File: config.mk
export PLATFORM = sky130hd
export DESIGN_NAME = phy_irq_ctrl
export DESIGN_NICKNAME = d
export VERILOG_FILES = /design/src/rtl/phy_irq_ctrl.sv
export SDC_FILE = /design/constraint.sdc
export NUM_CORES = 1
export LEC_CHECK = 0
export BUFFER_PORTS_ARGS = -buffer_cell sky130_fd_sc_hd__buf_4
export CELL_PAD_IN_SITES_DETAIL_PLACEMENT = 2
export CELL_PAD_IN_SITES_GLOBAL_PLACEMENT = 2
export CORE_ASPECT_RATIO = 1.25
export CORE_UTILIZATION = 23
export CTS_CLUSTER_SIZE = 16
export DETAILED_ROUTE_END_ITERATION = 10
export PLACE_DENSITY = 0.9
export SYNTH_ARGS = -nofsm -noshare
export SYNTH_HDL_FRONTEND = slang
export SYNTH_SLANG_ARGS = --single-unit
File: constraint.sdc
create_clock -name clk -period 2.9 [get_ports clk]
set_input_delay 0.87 -clock clk [delete_from_list [all_inputs] [get_ports clk]]
set_output_delay 0.87 -clock clk [all_outputs]
set_load 0.05 [all_outputs]
File: src/rtl/phy_irq_ctrl.sv
module phy_irq_ctrl #(
  parameter int DATA_W    = 16,
  parameter int ADDR_W    = 5,
  parameter int NUM_EVT   = 6,
  parameter int EVT_LSB   = 1,
  parameter int FLAG_ADDR = 29,
  parameter int MASK_ADDR = 30
) (
  input  logic               clk,
  input  logic               rst_n,
  input  logic [NUM_EVT-1:0] evt_i,
  input  logic [ADDR_W-1:0]  addr_i,
  input  logic               rd_i,
  input  logic               wr_i,
  input  logic [DATA_W-1:0]  wdata_i,
  output logic [DATA_W-1:0]  rdata_o,
  output logic               irq_o
);
  localparam int HI_PAD = DATA_W - NUM_EVT - EVT_LSB;
  localparam logic [DATA_W-1:0] SRC_BITS =
    DATA_W'(((1 << NUM_EVT) - 1) << EVT_LSB);

  logic [DATA_W-1:0] flag_q, mask_q, evt_w;
  logic flag_sel, mask_sel;

  assign flag_sel = addr_i == ADDR_W'(FLAG_ADDR);
  assign mask_sel = addr_i == ADDR_W'(MASK_ADDR);
  assign evt_w    = {{HI_PAD{1'b0}}, evt_i, {EVT_LSB{1'b0}}};

  always_ff @(posedge clk or negedge rst_n) begin
    if (!rst_n) begin
      flag_q <= '0;
      mask_q <= '0;
    end else begin
      flag_q <= ((rd_i && flag_sel) ? '0 : flag_q) | evt_w;
      if (wr_i && mask_sel)
        mask_q <= wdata_i & SRC_BITS;
    end
  end

  always_comb begin
    rdata_o = '0;
    if (rd_i && flag_sel) rdata_o = flag_q;
    else if (rd_i && mask_sel) rdata_o = mask_q;
  end

  assign irq_o = |(flag_q & mask_q);
endmodule

==> results.sh, run 1 <==
export IMPL_synthCells=54
export IMPL_fp_dieW_um=49.3
export IMPL_nets=117
export IMPL_via_per_inst=4.33
export IMPL_drt_iter0_drc=5
export IMPL_crit_arrival_ps=1800
export IMPL_ios=48
export IMPL_cts_root_buffer="clkbuf_4"
export IMPL_drt_total_wl_um=1570
export IMPL_port_buffers=27
export IMPL_endpoint="rdata_o[2]"
export IMPL_final_fill_count=313
export IMPL_worstSetupPathType="primary input to output pin"
export IMPL_leakagePower_nw=0.413
export IMPL_synth_area_leader_cell="dfrtp_1"
export IMPL_finalHoldViolations=0
export IMPL_cp_slowest_cell="buf_4"
export IMPL_peakVddDrop_uv=210
export IMPL_final_layout_size_suffix_gt1_share_pct=48.8
export IMPL_worstPathRequired_ps=2030
export IMPL_max_freq_mhz=375
export IMPL_synth_mux_area_share_pct=10.5
export IMPL_clock_latency_ps=270
export IMPL_die_y_um=61.2
export IMPL_cp_max_fo=6
export IMPL_crit_cells=6
export IMPL_status="complete, no violations"
export IMPL_finalSetupViolations=0
export IMPL_crit_path_start_kind="primary input"
export IMPL_max_cap_viol_count=0
export IMPL_ys_types=16
export IMPL_antenna_found_initial=0
export IMPL_grt_pass1_vias=540
export IMPL_overflow=0
export IMPL_cts_resized=0
export IMPL_yosys_top_cells_area="dfrtp_1, buf_4, mux2_2, a22o_1, a21o_1"
export IMPL_period_share_pct=92.0
export IMPL_diodes=0
export IMPL_detail_route_antenna_nets=0
export IMPL_ys_seq_elements=12
export IMPL_async_flop_share_pct=100
export IMPL_syn_area_um2=644
export IMPL_dr_pass1_iters=2
export IMPL_synth_compound_area_share_pct=18.6
export IMPL_yosys_area_share_simple_pct=11.3
export IMPL_hold_buffers=0
export IMPL_dieArea_um2=3020
export IMPL_grt_pass1_wl_um=2570
export IMPL_min_period_ps=2670
export IMPL_reg2reg_to="mask_q[3]$_DFFE_PN0P_"
export IMPL_drcViolationCount=0
export IMPL_post_cts_buffers=0
export IMPL_clock_sinks=12
export IMPL_wire_per_inst_um=13.3
export IMPL_yosys_most_used_dff="dfrtp_1"
export IMPL_cts_tree="yes"
export IMPL_cp_end_kind="output pin"
export IMPL_hpwl_um=1300
export IMPL_cts_clk_slew_worst_paths_ps=70
export IMPL_yosys_area_share_adder_pct=0
export IMPL_num_rows=21
export IMPL_avgSynthCellArea_um2=11.9
export IMPL_synth_top_family_by_area="compound AO/OA/AOI/OAI gates"
export IMPL_max_stage_delay_ps=200
export IMPL_synth_edf_count=0
export IMPL_yosys_warnings=0
export IMPL_core_area_um2=2680
export IMPL_r2r_start="mask_q[3]$_DFFE_PN0P_"
export IMPL_crit_buf_inv=3
export IMPL_fin_tns_setup_ps=0
export IMPL_path_cells="buf_4 > nand4_2 > nor3b_2 > buf_4 > a22o_1 > buf_4"
export IMPL_synth_top_cell_area_share_pct=46.6
export IMPL_synthTopCellsByCount="dfrtp_1, buf_4, a21o_1, a22o_1, mux2_2"
export IMPL_vias=511
export IMPL_htree_levels=1
export IMPL_min_path_type="primary input to asynchronous set/reset pin"
export IMPL_start_util_pct=24.0
export IMPL_grt_usage_pct=12.0
export IMPL_place_gp_congestion=0.723
export IMPL_ys_seq_area_share_pct=46.6
export IMPL_reg2reg_depth=1
export IMPL_syn2layout_area_growth_pct=36.7
export IMPL_r2r_setup_slack_ps=2110
export IMPL_cpMostUsedCell="buf_4"
export IMPL_rsz0062_at_grt="no"
export IMPL_clk_path_buf_depth=2
export IMPL_power_mw=0.415
export IMPL_power_density_nw_per_um2=471
export IMPL_crit_family="buffers and inverters"
export IMPL_numCtsBuffers=3
export IMPL_yosysMostFrequentCell="dfrtp_1"
export IMPL_slew_viol_final=0
export IMPL_startpoint="addr_i[3]"
export IMPL_synth_xor_area_share_pct=0
export IMPL_skew_ps=0
export IMPL_grt_max_degree=13
[cells in the final DEF, fill, tap and decap left out, drive strengths merged]
cell type,netlist,routed
buf,11,29
dfrtp,12,12
conb,1,10
a22o,6,6
a21o,6,6
mux2,6,6
a22oi,3,3
clkbuf,0,3
nand2,2,2
nand4,1,1
nor3b,1,1
nand2b,1,1
nor2,1,1
or3b,1,1
nand3,1,1
nor3,1,1
[flip-flops by register name, indices dropped and copies added (netlist names)]
signal  cells
flag_q      6
mask_q      6
[stage by stage]
step / util (%) / hold slack [ps] / setup slack, ps / instances / area [um^2]
2_1_floorplan: - / 473 / 233 / 63 / 678
3_3_place_gp: 32.0 / 489 / 251 / 115 / 858
3_5_place_dp: 32.0 / 506 / 216 / 115 / 858
4_1_cts: 32.9 / 413 / 213 / 118 / 881
5_1_grt: 32.9 / 409 / 174 / 118 / 881
6_report: 32.9 / 416 / 233 / 118 / 881
[per-layer routing]
metal / GRT usage, % / wire length, um
met5: 0 / 0
met2: 21.1 / 858
met4: 8.82 / 29
met3: 1.48 / 66
met1: 13.7 / 611
[cell type report]
class	count	area (um^2)	area share, %
clock buffers	3	22.5	2.56
multi-input cells	40	298	33.8
flip-flops and latches	12	300	34.1
well taps	34	42.5	4.83
repair buffers	29	218	24.7
[power by group]
part | total (mW) | switching, mW | internal [mW]
Clock | 0.103 | 0.0552 | 0.0482
Combinational | 0.113 | 0.0684 | 0.0446
Sequential | 0.198 | 0.0133 | 0.185
[cells by family (layout without fill, tap and decap cells)]
group                  Yosys count  in the layout
AO/OA/AOI/OAI                   15             15
other                            1             10
buffers and inverters           11             32
multiplexers                     6              6
AND/OR/NAND/NOR                  9              9
flip-flops                      12             12
[how the worst min path moves through the flow]
stage	cells past startpoint	start	slack, ps	endpoint
3_5_place_dp	1	flag_q[4]$_DFF_PN0_	510	flag_q[4]$_DFF_PN0_
6_report	1	rst_n	420	mask_q[1]$_DFFE_PN0P_
3_3_place_gp	1	flag_q[4]$_DFF_PN0_	490	flag_q[4]$_DFF_PN0_
5_1_grt	1	rst_n	410	mask_q[1]$_DFFE_PN0P_
4_1_cts	1	rst_n	410	mask_q[1]$_DFFE_PN0P_
2_1_floorplan	1	flag_q[1]$_DFF_PN0_	470	flag_q[1]$_DFF_PN0_
Note: power is estimated with default switching activity, not from simulation.
==> run 2: changes to the inputs <==
Settings changed: RECOVER_POWER set to 50.
==> run 2 against run 1 <==
- clock skew unchanged
- sequential power about the same
- sequential cell count unchanged
- maximum frequency down 2.1%
- worst setup slack worse by 58 ps
- core utilization down 0.37 points
- non-clock buffer count unchanged
- worst hold slack better by 100 ps
- routed wire length up 0.32%
- highest routed layer unchanged
==> results.sh, run 2 (synthesized netlist as in run 1, its figures left out) <==
export IMPL_antenna_found_initial=0
export IMPL_grt_max_degree=13
export IMPL_clk_path_buf_depth=2
export IMPL_leakagePower_nw=0.404
export IMPL_final_fill_count=313
export IMPL_detail_route_antenna_nets=0
export IMPL_dp_slack_ps=216
export IMPL_cpMostUsedCell="buf_4"
export IMPL_period_share_pct=93.9
export IMPL_max_freq_mhz=367
export IMPL_worst_hold_slack_ps=519
export IMPL_skew_ps=0
export IMPL_max_stage_delay_ps=200
export IMPL_drt_total_wl_um=1570
export IMPL_power_density_nw_per_um2=474
export IMPL_cts_resized=0
export IMPL_start_util_pct=24.0
export IMPL_diodes=0
export IMPL_clock_latency_ps=270
export IMPL_syn2layout_area_growth_pct=35.1
export IMPL_overflow=0
export IMPL_cp_end_kind="output pin"
export IMPL_core_area_um2=2680
export IMPL_multiInputGateArea_um2=292
export IMPL_reg_top3="flag_q x6, mask_q x6"
export IMPL_fin_area_um2=871
export IMPL_clock_sinks=12
export IMPL_worstPathRequired_ps=2030
export IMPL_register_area_um2=300
export IMPL_cp_slowest_cell="nor3b_2"
export IMPL_fin_util_pct=32.5
export IMPL_hpwl_um=1300
export IMPL_crit_family="buffers and inverters"
export IMPL_crit_cells=6
export IMPL_crit_arrival_ps=1850
export IMPL_max_cap_viol_count=0
export IMPL_worstSetupPathType="primary input to output pin"
export IMPL_min_period_ps=2720
export IMPL_grt_pass1_vias=540
export IMPL_vias=510
export IMPL_cts_root_buffer="clkbuf_4"
export IMPL_post_cts_buffers=0
export IMPL_hold_buffers=0
export IMPL_dr_pass1_iters=2
export IMPL_grt_usage_pct=12.0
export IMPL_power_mw=0.413
export IMPL_wire_per_inst_um=13.3
export IMPL_whs_path_depth=1
export IMPL_crit_path_start_kind="primary input"
export IMPL_rsz0062_at_grt="no"
export IMPL_relSlewSlack_pct=57.4
export IMPL_placed_cell_area_um2=858
export IMPL_die_y_um=61.2
export IMPL_fin_tns_setup_ps=0
export IMPL_nets=117
export IMPL_port_buffers=27
export IMPL_cts_clk_slew_worst_paths_ps=70
export IMPL_post_place_cells=115
export IMPL_timing_final_ws_setup_ps=176
export IMPL_finalNonFillerCells=118
export IMPL_final_layout_size_suffix_gt1_share_pct=46.4
export IMPL_dieArea_um2=3020
export IMPL_finalHoldViolations=0
export IMPL_r2r_setup_slack_ps=2110
export IMPL_status="complete, no violations"
export IMPL_htree_levels=1
export IMPL_crit_buf_inv=3
export IMPL_peakVddDrop_uv=210
export IMPL_via_per_inst=4.32
export IMPL_drcViolationCount=0
export IMPL_ios=48
export IMPL_finalSetupViolations=0
export IMPL_fp_dieW_um=49.3
export IMPL_worst_slew_pin_slew_ps=639
export IMPL_place_gp_congestion=0.723
export IMPL_drt_iter0_drc=5
export IMPL_mostFrequentLayoutCells="buf_4, dfrtp_1, conb_1"
export IMPL_path_cells="clkbuf_4 > nand4_1 > nor3b_2 > buf_4 > a22o_1 > buf_4"
export IMPL_layout_commonest_cell="buf_4"
export IMPL_numCtsBuffers=3
export IMPL_cp_max_fo=6
export IMPL_min_path_type="flop to flop"
export IMPL_reg2reg_depth=1
export IMPL_num_rows=21
export IMPL_slew_viol_final=0
export IMPL_grt_pass1_wl_um=2570
export IMPL_cts_tree="yes"
## run 2: area by class of cell
| class | count | area share, % |
|---|---|---|
| timing repair buffer | 29 | 24.6 |
| multi-input combinational | 40 | 33.5 |
| tap | 34 | 4.89 |
| sequential | 12 | 34.5 |
| clock buffer | 3 | 2.59 |
## run 2: worst paths after layout
path	start	endpoint
hold reg to reg	flag_q[4]$_DFF_PN0_	flag_q[4]$_DFF_PN0_
max in group asynchronous	rst_n	flag_q[3]$_DFF_PN0_
min in group asynchronous	rst_n	mask_q[1]$_DFFE_PN0P_
setup reg to reg	mask_q[3]$_DFFE_PN0P_	mask_q[3]$_DFFE_PN0P_
hold / removal	flag_q[4]$_DFF_PN0_	flag_q[4]$_DFF_PN0_
setup / recovery	addr_i[3]	rdata_o[2]
## run 2: report_power, final
group          leakage (nW)  internal, mW  total [mW]  switching (mW)
clock                0.0138        0.0482       0.103          0.0552
sequential            0.130         0.185       0.198          0.0133
combinational         0.261        0.0437       0.112          0.0680
total                 0.404         0.277       0.413           0.137
## run 2: per-layer routing
| metal | track usage [%] | up-vias | share of wire [%] |
|---|---|---|---|
| met5 | 0 | - | 0 |
| met4 | 8.82 | 0 | 1.8 |
| met3 | 1.48 | 4 | 4.2 |
| met2 | 21.1 | 21 | 54 |
| met1 | 13.7 | 246 | 39 |
| li1 | - | 239 | - |
